`src/rtl/irq_prio_pkg.sv`:
```
package irq_prio_pkg;
  localparam int unsigned SRC_N = 5;
  localparam int unsigned ID_W  = 3;
  typedef logic [ID_W-1:0]  src_id_t;
  typedef logic [SRC_N-1:0] src_vec_t;
  localparam src_id_t ID_NONE = '1;

  function automatic src_vec_t id_to_mask(src_id_t id);
    src_vec_t m;
    m = '0;
    for (int i = 0; i < SRC_N; i++) begin
      if (id == src_id_t'(i)) m[i] = 1'b1;
    end
    return m;
  endfunction
endpackage

```
`src/rtl/irq_regfile.sv`:
```
module irq_regfile
  import irq_prio_pkg::*;
#(
  parameter int unsigned DATA_W = 8
) (
  input  logic              clk,
  input  logic              rst,
  input  logic              wr_ena,
  input  logic              wr_flg,
  input  logic [DATA_W-1:0] wdata,
  input  src_vec_t          req,
  input  src_vec_t          clr,
  output logic [DATA_W-1:0] ena_q,
  output src_vec_t          flg_q
);
  src_vec_t flg_base;

  // The write has priority over the clear; requests always OR on top.
  always_comb begin
    if (wr_flg) flg_base = wdata[SRC_N-1:0];
    else        flg_base = flg_q & ~clr;
  end

  always_ff @(posedge clk) begin
    if (rst) begin
      ena_q <= '0;
      flg_q <= '0;
    end else begin
      if (wr_ena) ena_q <= wdata;
      flg_q <= flg_base | req;
    end
  end
endmodule

```
`src/rtl/irq_holdoff.sv`:
```
module irq_holdoff #(
  parameter int unsigned HOLD_CYCLES = 4,
  parameter int unsigned CNT_W       = 3
) (
  input  logic             clk,
  input  logic             rst,
  input  logic             arm,
  output logic             busy,
  output logic [CNT_W-1:0] cnt_q
);
  always_ff @(posedge clk) begin
    if (rst)                cnt_q <= '0;
    else if (arm)           cnt_q <= CNT_W'(HOLD_CYCLES);
    else if (cnt_q != '0)   cnt_q <= cnt_q - 1'b1;
  end

  assign busy = (cnt_q != '0);
endmodule

```
`src/rtl/irq_pick.sv`:
```
module irq_pick
  import irq_prio_pkg::*;
(
  input  src_vec_t pend,
  input  logic     mask_top,
  output src_id_t  id
);
  src_vec_t elig;

  // Scan from lowest priority up so the highest-priority bit lands last.
  always_comb begin
    elig = pend;
    if (mask_top) elig[0] = 1'b0;
    id = ID_NONE;
    for (int i = SRC_N - 1; i >= 0; i--) begin
      if (elig[i]) id = src_id_t'(i);
    end
  end
endmodule

```
`src/rtl/irq_prio_ctrl.sv`:
```
module irq_prio_ctrl
  import irq_prio_pkg::*;
#(
  parameter int unsigned ADDR_W      = 16,
  parameter int unsigned DATA_W      = 8,
  parameter logic [ADDR_W-1:0] ENA_ADDR = 'hFFFF,
  parameter logic [ADDR_W-1:0] FLG_ADDR = 'hFF0F,
  parameter int unsigned HOLD_CYCLES = 4
) (
  input  logic              clk,
  input  logic              rst,
  input  logic [ADDR_W-1:0] bus_addr,
  input  logic              bus_wr,
  input  logic [DATA_W-1:0] bus_wdata,
  output logic [DATA_W-1:0] bus_rdata,
  input  logic [SRC_N-1:0]  irq_req,
  input  logic              dbl_speed,
  input  logic              irq_ack,
  output logic              irq_any,
  output logic [ID_W-1:0]   irq_id
);
  localparam int unsigned CNT_W = $clog2(HOLD_CYCLES + 1);
  localparam int unsigned PAD_W = DATA_W - SRC_N;

  logic [DATA_W-1:0] ena_q;
  src_vec_t          flg_q;
  src_vec_t          pend;
  src_vec_t          clr;
  src_id_t           sel;
  logic              hold_busy;
  logic [CNT_W-1:0]  hold_cnt;
  logic              wr_ena;
  logic              wr_flg;

  assign wr_ena = bus_wr && (bus_addr == ENA_ADDR);
  assign wr_flg = bus_wr && (bus_addr == FLG_ADDR);
  assign clr    = (irq_ack && sel != ID_NONE) ? id_to_mask(sel) : '0;

  irq_regfile #(.DATA_W(DATA_W)) u_regs (
    .clk    (clk),
    .rst    (rst),
    .wr_ena (wr_ena),
    .wr_flg (wr_flg),
    .wdata  (bus_wdata),
    .req    (irq_req),
    .clr    (clr),
    .ena_q  (ena_q),
    .flg_q  (flg_q)
  );

  irq_holdoff #(.HOLD_CYCLES(HOLD_CYCLES), .CNT_W(CNT_W)) u_hold (
    .clk   (clk),
    .rst   (rst),
    .arm   (irq_req[0] && !dbl_speed),
    .busy  (hold_busy),
    .cnt_q (hold_cnt)
  );

  assign pend = ena_q[SRC_N-1:0] & flg_q;

  irq_pick u_pick (
    .pend     (pend),
    .mask_top (hold_busy),
    .id       (sel)
  );

  assign irq_any = |pend;
  assign irq_id  = sel;

  always_ff @(posedge clk) begin
    if (rst)                        bus_rdata <= '0;
    else if (bus_addr == ENA_ADDR)  bus_rdata <= ena_q;
    else if (bus_addr == FLG_ADDR)  bus_rdata <= {{PAD_W{1'b1}}, flg_q};
    else                            bus_rdata <= '1;
  end
endmodule

```
`config.mk`:
```
export PLATFORM = sky130hd
export DESIGN_NAME = irq_prio_ctrl
export DESIGN_NICKNAME = d
export VERILOG_FILES = /design/src/rtl/irq_prio_pkg.sv /design/src/rtl/irq_regfile.sv /design/src/rtl/irq_holdoff.sv /design/src/rtl/irq_pick.sv /design/src/rtl/irq_prio_ctrl.sv
export SDC_FILE = /design/constraint.sdc
export NUM_CORES = 1
export LEC_CHECK = 0
export ABC_AREA = 1
export BUFFER_PORTS_ARGS = -buffer_cell sky130_fd_sc_hd__buf_2
export CAP_MARGIN = 10
export CORE_MARGIN = 4
export CORE_UTILIZATION = 51
export CTS_BUF_LIST = sky130_fd_sc_hd__clkbuf_8
export DETAILED_ROUTE_END_ITERATION = 8
export GPL_TIMING_DRIVEN = 0
export PLACE_DENSITY = 0.82
export SYNTH_ARGS = -nofsm -noshare
export SYNTH_HDL_FRONTEND = slang
export SYNTH_HIERARCHICAL = 1
export SYNTH_SLANG_ARGS = --single-unit
```
`constraint.sdc`:
```
create_clock -name clk -period 2.05 [get_ports clk]
set_input_delay 0.41 -clock clk [delete_from_list [all_inputs] [get_ports clk]]
set_output_delay 0.41 -clock clk [all_outputs]
set_load 0.02 [all_outputs]
```
==> results.md, run 1 <==
* Final #Nets at 280
* CP required at 1.64 ns
* CTS tree: built
* Power Density at between 600 and 700 nW/µm²
* Synth top area cells: dfxtp_1 38%, nand2_1 14%, inv_1 11%
* Number of synthesized flops with an enable pin at 0
* Post-synthesis register bit count at 24
* Row count at 17
* IO Port Bufs at 45
* Final period util at a little over nine tenths
* Top_reg_cell synth: dfxtp_1
* Top-count cell post-synth: nand2_1
* R2r worst-path depth at 13
* Core ar. at 2300 µm²
* Post-Syn Nets at 227
* Vias in the first global route at roughly 1200
* CTS Sinks at 24
* Final core utilization at 71.9%
* Met3 Use GR at 4.45%
* Fmax achieved at about 0.52 GHz
* Synth cell count leaders: 46 x nand2_1, 37 x inv_1, 29 x nor2_1, 24 x dfxtp_1
* Initial antenna violation count at 0
* Detailed placement HPWL at 2130 µm
* Share of cells above drive strength 1 at a little over a third
* First-pass GRT wire length at 4600 µm
* GRT met2 Usage at between 30% and 40%
* Critical path class: flop to primary output
* Critical Path AT at between 1.5 and 2 ns
* Synthesized area at 1270 µm²
* Crit. path cell count at 7
* Crit-path max FO at 5
* Grt peak-use layer: met2
* Yosys cell types at 18
* RSZ-0062 raised after global routing: false
* Drt first pass iters at 4
* Clk_lat worst skew at ~0.27 ns
* TritonCTS Buffers at 3
* Hold Startpoint: irq_req[2]
* Slowest cell on crit path: dfxtp_2
* Area Growth Syn to Fin at 30.5%
* Synthesized instance count at 190
* DR DRC count at 0
* Crit Reg-Reg Startpoint: u_hold/cnt_q[0]$_SDFFE_PP0P_
* CTS H-tree lvls at 1
* Wirelength, routed at ~2800 µm
* Startpoint types: flop
* Sequential fraction of the synthesis area at 37.9%
* Die area at about 3300 µm²
* Setup TNS at 0 ns
* Pins over their slew limit at 0
* Vias after detailed routing at around 1300
* Final Hold Fails at 0
* DRT antenna net count at 0
* Largest net degree at the start of global routing at 15
* Crit. End Element: primary output
* Slew @ Worst Pin at around 0.46 ns
* Total gr overflow at 0
* Hold Crit Depth at 3
* Drt via density at roughly 4.7
* Worst Path Buf+Inv at 3
* GRT Util Overall at between 10% and 20%
* Min Clock Period, post-route at 1.94 ns
* Final Total Pwr at ~1.1 mW
* Root Buffer: clkbuf_8
* Mean post-synth cell area at 6.66 µm²
* Worst slack, placed at 0.269 ns
* Setup WS post-layout at 0.114 ns
* Hold EP: u_regs/flg_q[2]$_SDFF_PP0_
* Routed length per placed instance at roughly 10 µm
* IO Count at 46
* Global placement routability congestion at 0.822
* VDD IR max at ~0.0011 V
* GR Util met1 at between 10% and 20%
* Diode count at 0
* Reg2Reg Setup Slack at 0.28 ns
* Initial DRC count at 20
* CTS clock-pin slew for the worst setup and hold paths at ~0.090 ns
* Initial core utilization at 55.1%
* Relative slew slack at 69.5%
* Max incr delay on CP at about 0.34 ns
* Clock Skews at between 0.006 and 0.007 ns
* Critical Path, Cell by Cell: inv_1, ha_2, ha_4, inv_2, o21ai_2, nor2_2, buf_6
* Synth top area share at 37.9%
* Longest Clk Path Bufs at 2
* Max Cap Violations at 0
* Ys Warns at 6
* Reg-to-Reg End: u_regs/flg_q[0]$_SDFF_PP0_
* LEAKAGE at around 0.8 nW
* Worst Hold Class: input port to flop
* Most area-hungry cell type in the Yosys netlist: dfxtp_1
* Top Family by Delay on Critical Path: adder cells
* Run status: completed
* Die width at between 50 and 60 µm
* Final setup fails at 0
* Asr flop ratio synth at 0%
* Die height at 57.8 µm
==> sequential cells by signal, summed over array words and instances (netlist names) <==
| signal | count |
|---|---|
| bus_rdata | 8 |
| u_regs/ena_q | 8 |
| u_regs/flg_q | 5 |
| u_hold/cnt_q | 3 |
==> report_power, final <==
group          leakage [nW]  internal [mW]  switching [mW]
registers             0.199          0.493          0.0150
clock network        0.0357          0.261           0.148
logic                 0.580         0.0768          0.0979
==> cell usage in the layout, fill, tap and decap left out, drive strengths merged <==
master / instances
buf: 50
nor3: 5
nand3: 6
bufinv: 1
dfxtp: 24
clkbuf: 3
nand2: 51
ha: 3
o21ai: 3
nor2: 34
inv: 40
a21oi: 22
==> tightest hold or removal path: cells and delay by family <==
family	cells	cell delay (ns)
compound gates	2	0.13
buf+inv	1	0.07
==> cells by family (layout without fill, tap and decap cells) <==
logic type / count (synthesis) / after routing / synth area share [%]
DFF: 24 / 24 / 37.9
AOI/OAI and AO/OA: 25 / 25 / 13.4
adders and majority gates: 3 / 3 / 2.96
and+or+nand+nor: 96 / 96 / 31.9
buffers and inverters: 42 / 94 / 13.7
==> worst max path at each step <==
stage / start / to / slack, ns
global route: u_hold/cnt_q[0]$_SDFFE_PP0P_ / irq_id[2] / 0.03
floorplan: u_hold/cnt_q[0]$_SDFFE_PP0P_ / u_regs/flg_q[2]$_SDFF_PP0_ / 0.16
finish: u_hold/cnt_q[0]$_SDFFE_PP0P_ / irq_id[2] / 0.11
detailed placement: u_hold/cnt_q[0]$_SDFFE_PP0P_ / irq_id[1] / 0.27
global placement: u_hold/cnt_q[0]$_SDFFE_PP0P_ / irq_id[1] / 0.27
CTS: u_hold/cnt_q[0]$_SDFFE_PP0P_ / irq_id[0] / 0.04
==> stage by stage <==
step                area (µm²)  hold slack, ns  cells
detailed placement        1530           0.447    263
floorplan                 1270           0.424    190
finish                    1650           0.376    270
global route              1650           0.376    270
CTS                       1610           0.372    267
global placement          1530           0.439    263
==> layer usage <==
metal	vias to the layer above	share of wire [%]
li1	683	-
met1	560	43
met2	34	50
met3	2	6.2
met4	0	0.75
met5	-	0
==> final cells by class <==
cell class,instances,area (µm²)
well taps,28,35.0
flip-flops and latches,24,482
multi-input cells,124,632
clock buffers,3,41.3
fillers,209,644
repair buffers,48,259
plain buffers,2,18.8
inverters,40,155
clock inverters,1,30.0
==> what timing repair did <==
action	4_1_cts	5_1_grt
resized for setup	6	4
pin swaps	0	2
hold buffers	0	0
setup endpoints to repair	3	3
cloned	0	0
buffers inserted	0	3
No activity file was read; power rests on OpenSTA's default activity.
==> inputs of run 2 (changes only) <==
CORE_ASPECT_RATIO = 1.75   (was unset)
==> results.md, run 2 (same netlist as run 1, synthesis figures left out) <==
* Die width at 45.7 µm (was 57.8 µm)
* Drt first pass iters at 4 (unchanged)
* Min Clock Period, post-route at 2.00 ns (was 1.94 ns)
* Vias in the first global route at 1206 (was 1168)
* Vias after detailed routing at 1254 (was 1279)
* Reg2Reg Setup Slack at 0.23 ns (was 0.28 ns)
* CTS clock-pin slew for the worst setup and hold paths at 0.09 ns (about the same)
* Commonest non-fill, non-tap cell in the layout: nand2_1 (unchanged)
* Longest Clk Path Bufs at 2 (unchanged)
* Post-CTS Hold Fix Bufs at 0 (unchanged)
* Placed cells at 260 (was 263)
* Initial DRC count at 25 (was 20)
* VDD IR max at 0.000584 V (was 0.00115 V)
* Final setup fails at 0 (unchanged)
* Max Cap Violations at 0 (unchanged)
* Hold Crit Depth at 3 (unchanged)
* Power Density at 674 nW/µm² (was 660 nW/µm²)
* Wirelength, routed at 2940 µm (was 2810 µm)
* CTS H-tree lvls at 1 (unchanged)
* Hold EP: u_regs/flg_q[3]$_SDFF_PP0_ (was u_regs/flg_q[2]$_SDFF_PP0_)
* DRT antenna net count at 0 (unchanged)
* CTS tree: built (unchanged)
* TritonCTS Buffers at 3 (unchanged)
* Crit Reg-Reg Startpoint: u_hold/cnt_q[0]$_SDFFE_PP0P_ (unchanged)
* Crit. End Element: primary output (unchanged)
* Biggest regs: bus_rdata (8), u_regs/ena_q (8), u_regs/flg_q (5) (unchanged)
* CTS Sinks at 24 (unchanged)
* Slew @ Worst Pin at 0.455 ns (about the same)
* Startpoint types: flop (unchanged)
* Most frequent cells in the layout: 46 x nand2_1, 42 x buf_2, 37 x inv_1, 27 x nor2_1, 23 x dfxtp_1 (unchanged)
* CP required at 1.64 ns (about the same)
* Final period util at 97.5% (was 94.4%)
* P_sw at 270 µW (was 260 µW)
* Pins over their slew limit at 0 (unchanged)
* Seq pwr share at 45.5% (was 46.5%)
* Hold Startpoint: irq_req[3] (was irq_req[2])
* Initial antenna violation count at 0 (unchanged)
* DR DRC count at 0 (unchanged)
* Critical Path, Cell by Cell: inv_1, ha_1, ha_4, inv_2, o21ai_2, nor2_2, buf_6 (was inv_1, ha_2, ha_4, inv_2, o21ai_2, nor2_2, buf_6)
* Share of cells above drive strength 1 at 34.6% (was 34.7%)
* Critical path class: flop to primary output (unchanged)
* Final Total Pwr at 1.12 mW (was 1.09 mW)
* Diode count at 0 (unchanged)
* Initial core utilization at 54.3% (was 55.1%)
* Die height at 73.9 µm (was 57.8 µm)
* Clk_lat worst skew at 0.27 ns (about the same)
* Reg-to-Reg End: u_regs/flg_q[0]$_SDFF_PP0_ (unchanged)
* Global placement routability congestion at 0.782 (was 0.822)
* Largest net degree at the start of global routing at 15 (unchanged)
* Clock Power Share at 37.1% (was 37.4%)
* Total gr overflow at 0 (unchanged)
* Fmax achieved at 0.500 GHz (was 0.517 GHz)
* Relative slew slack at 69.5% (about the same)
* IO Port Bufs at 45 (unchanged)
* LEAKAGE at 0.821 nW (was 0.815 nW)
* Worst Hold Class: input port to flop (unchanged)
* Sw Ratio at 24.2% (was 23.9%)
* Core ar. at 2330 µm² (was 2300 µm²)
* IO Count at 46 (unchanged)
* Max incr delay on CP at 0.34 ns (about the same)
* Drt via density at 4.68 (was 4.74)
* Post-Layout Cell Count at 268 (was 270)
* Slowest cell on crit path: dfxtp_2 (unchanged)
* Final hold slack at 0.383 ns (was 0.376 ns)
* Critical Path AT at 1.59 ns (was 1.53 ns)
* Row count at 23 (was 17)
* Clock Skews at 0.00683 ns (was 0.00611 ns)
* Crit-path max FO at 5 (unchanged)
* Die area at 3380 µm² (was 3340 µm²)
* Routed length per placed instance at 11.0 µm (was 10.4 µm)
* Detailed placement HPWL at 2270 µm (was 2130 µm)
* GRT Util Overall at 19.1% (was 17.4%)
* Power Internal at 845 µW (was 831 µW)
* First-pass GRT wire length at 4760 µm (was 4600 µm)
* Final #Nets at 281 (was 280)
* R2r worst-path depth at 13 (unchanged)
* Run status: completed (unchanged)
* Area Growth Syn to Fin at 30.6% (was 30.5%)
* Root Buffer: clkbuf_8 (unchanged)
* Final Hold Fails at 0 (unchanged)
* Combinational Power Share at 17.4% (was 16.0%)
run 2: cell count changes in the layout (fill, tap and decap cells not counted), sizes merged:
cell | before | now
buf | 50 | 51
run 2: metrics by stage:
stage | cell area [µm²] | setup TNS, ns | utilization (%) | worst slack [ns]
final | 1650 | 0 | 71.0 | 0.0509
after global routing | 1650 | -0.0106 | 71.0 | -0.0106
after CTS | 1600 | 0 | 68.8 | 0.00151
after detailed placement | 1520 | 0 | 65.3 | 0.225
after global placement | 1520 | 0 | 65.3 | 0.269
after floorplan | 1270 | 0 | - | 0.165
run 2: timing repair:
item	in CTS	in global routing
hold endpoints to repair	0	0
buffers inserted	0	4
setup endpoints to repair	3	3
resized for setup	4	5
pin swaps	0	2
run 2: critical path, delay by kind of cell, from the launching register on:
| kind | cells | cell delay, ns |
|---|---|---|
| fa+ha+maj | 2 | 0.43 |
| flops | 1 | 0.34 |
| buf+inv | 3 | 0.28 |
| simple gates | 1 | 0.17 |
| compound gates | 1 | 0.08 |
run 2: worst max path at each step:
stage | from | endpoint | slack (ns)
detailed placement | u_hold/cnt_q[0]$_SDFFE_PP0P_ | u_regs/flg_q[3]$_SDFF_PP0_ | 0.22
global route | u_hold/cnt_q[0]$_SDFFE_PP0P_ | irq_id[2] | -0.01
global placement | u_hold/cnt_q[0]$_SDFFE_PP0P_ | irq_id[1] | 0.27
finish | u_hold/cnt_q[0]$_SDFFE_PP0P_ | irq_id[2] | 0.05
floorplan | u_hold/cnt_q[0]$_SDFFE_PP0P_ | u_regs/flg_q[2]$_SDFF_PP0_ | 0.16
CTS | u_hold/cnt_q[0]$_SDFFE_PP0P_ | irq_id[2] | 0.002
run 2: power groups by stage:
stage | Clock (mW) | Combinational [mW] | Sequential (mW)
3_5_place_dp | 0 | 0.161 | 0.517
6_report | 0.414 | 0.194 | 0.507
4_1_cts | 0.418 | 0.164 | 0.506
2_1_floorplan | 0 | 0.0866 | 0.524
5_1_grt | 0.431 | 0.215 | 0.510
3_3_place_gp | 0 | 0.155 | 0.515
run 2: metal layers:
layer	vias up	share of wire [%]	GRT usage, %
met5	-	0	0
met4	0	2.1	8.79
met3	5	4.2	2.45
met2	32	57	37.8
met1	543	37	17.9
li1	674	-	-
run 2: layout make-up:
type	count	area, µm²
Sequential cell	24	482
Fill cell	191	677
Tap cell	25	31.3
Inverter	40	155
Multi-Input combinational cell	124	629
Timing Repair Buffer	49	267
Clock inverter	1	30.0
Buffer	2	18.8
Clock buffer	3	41.3
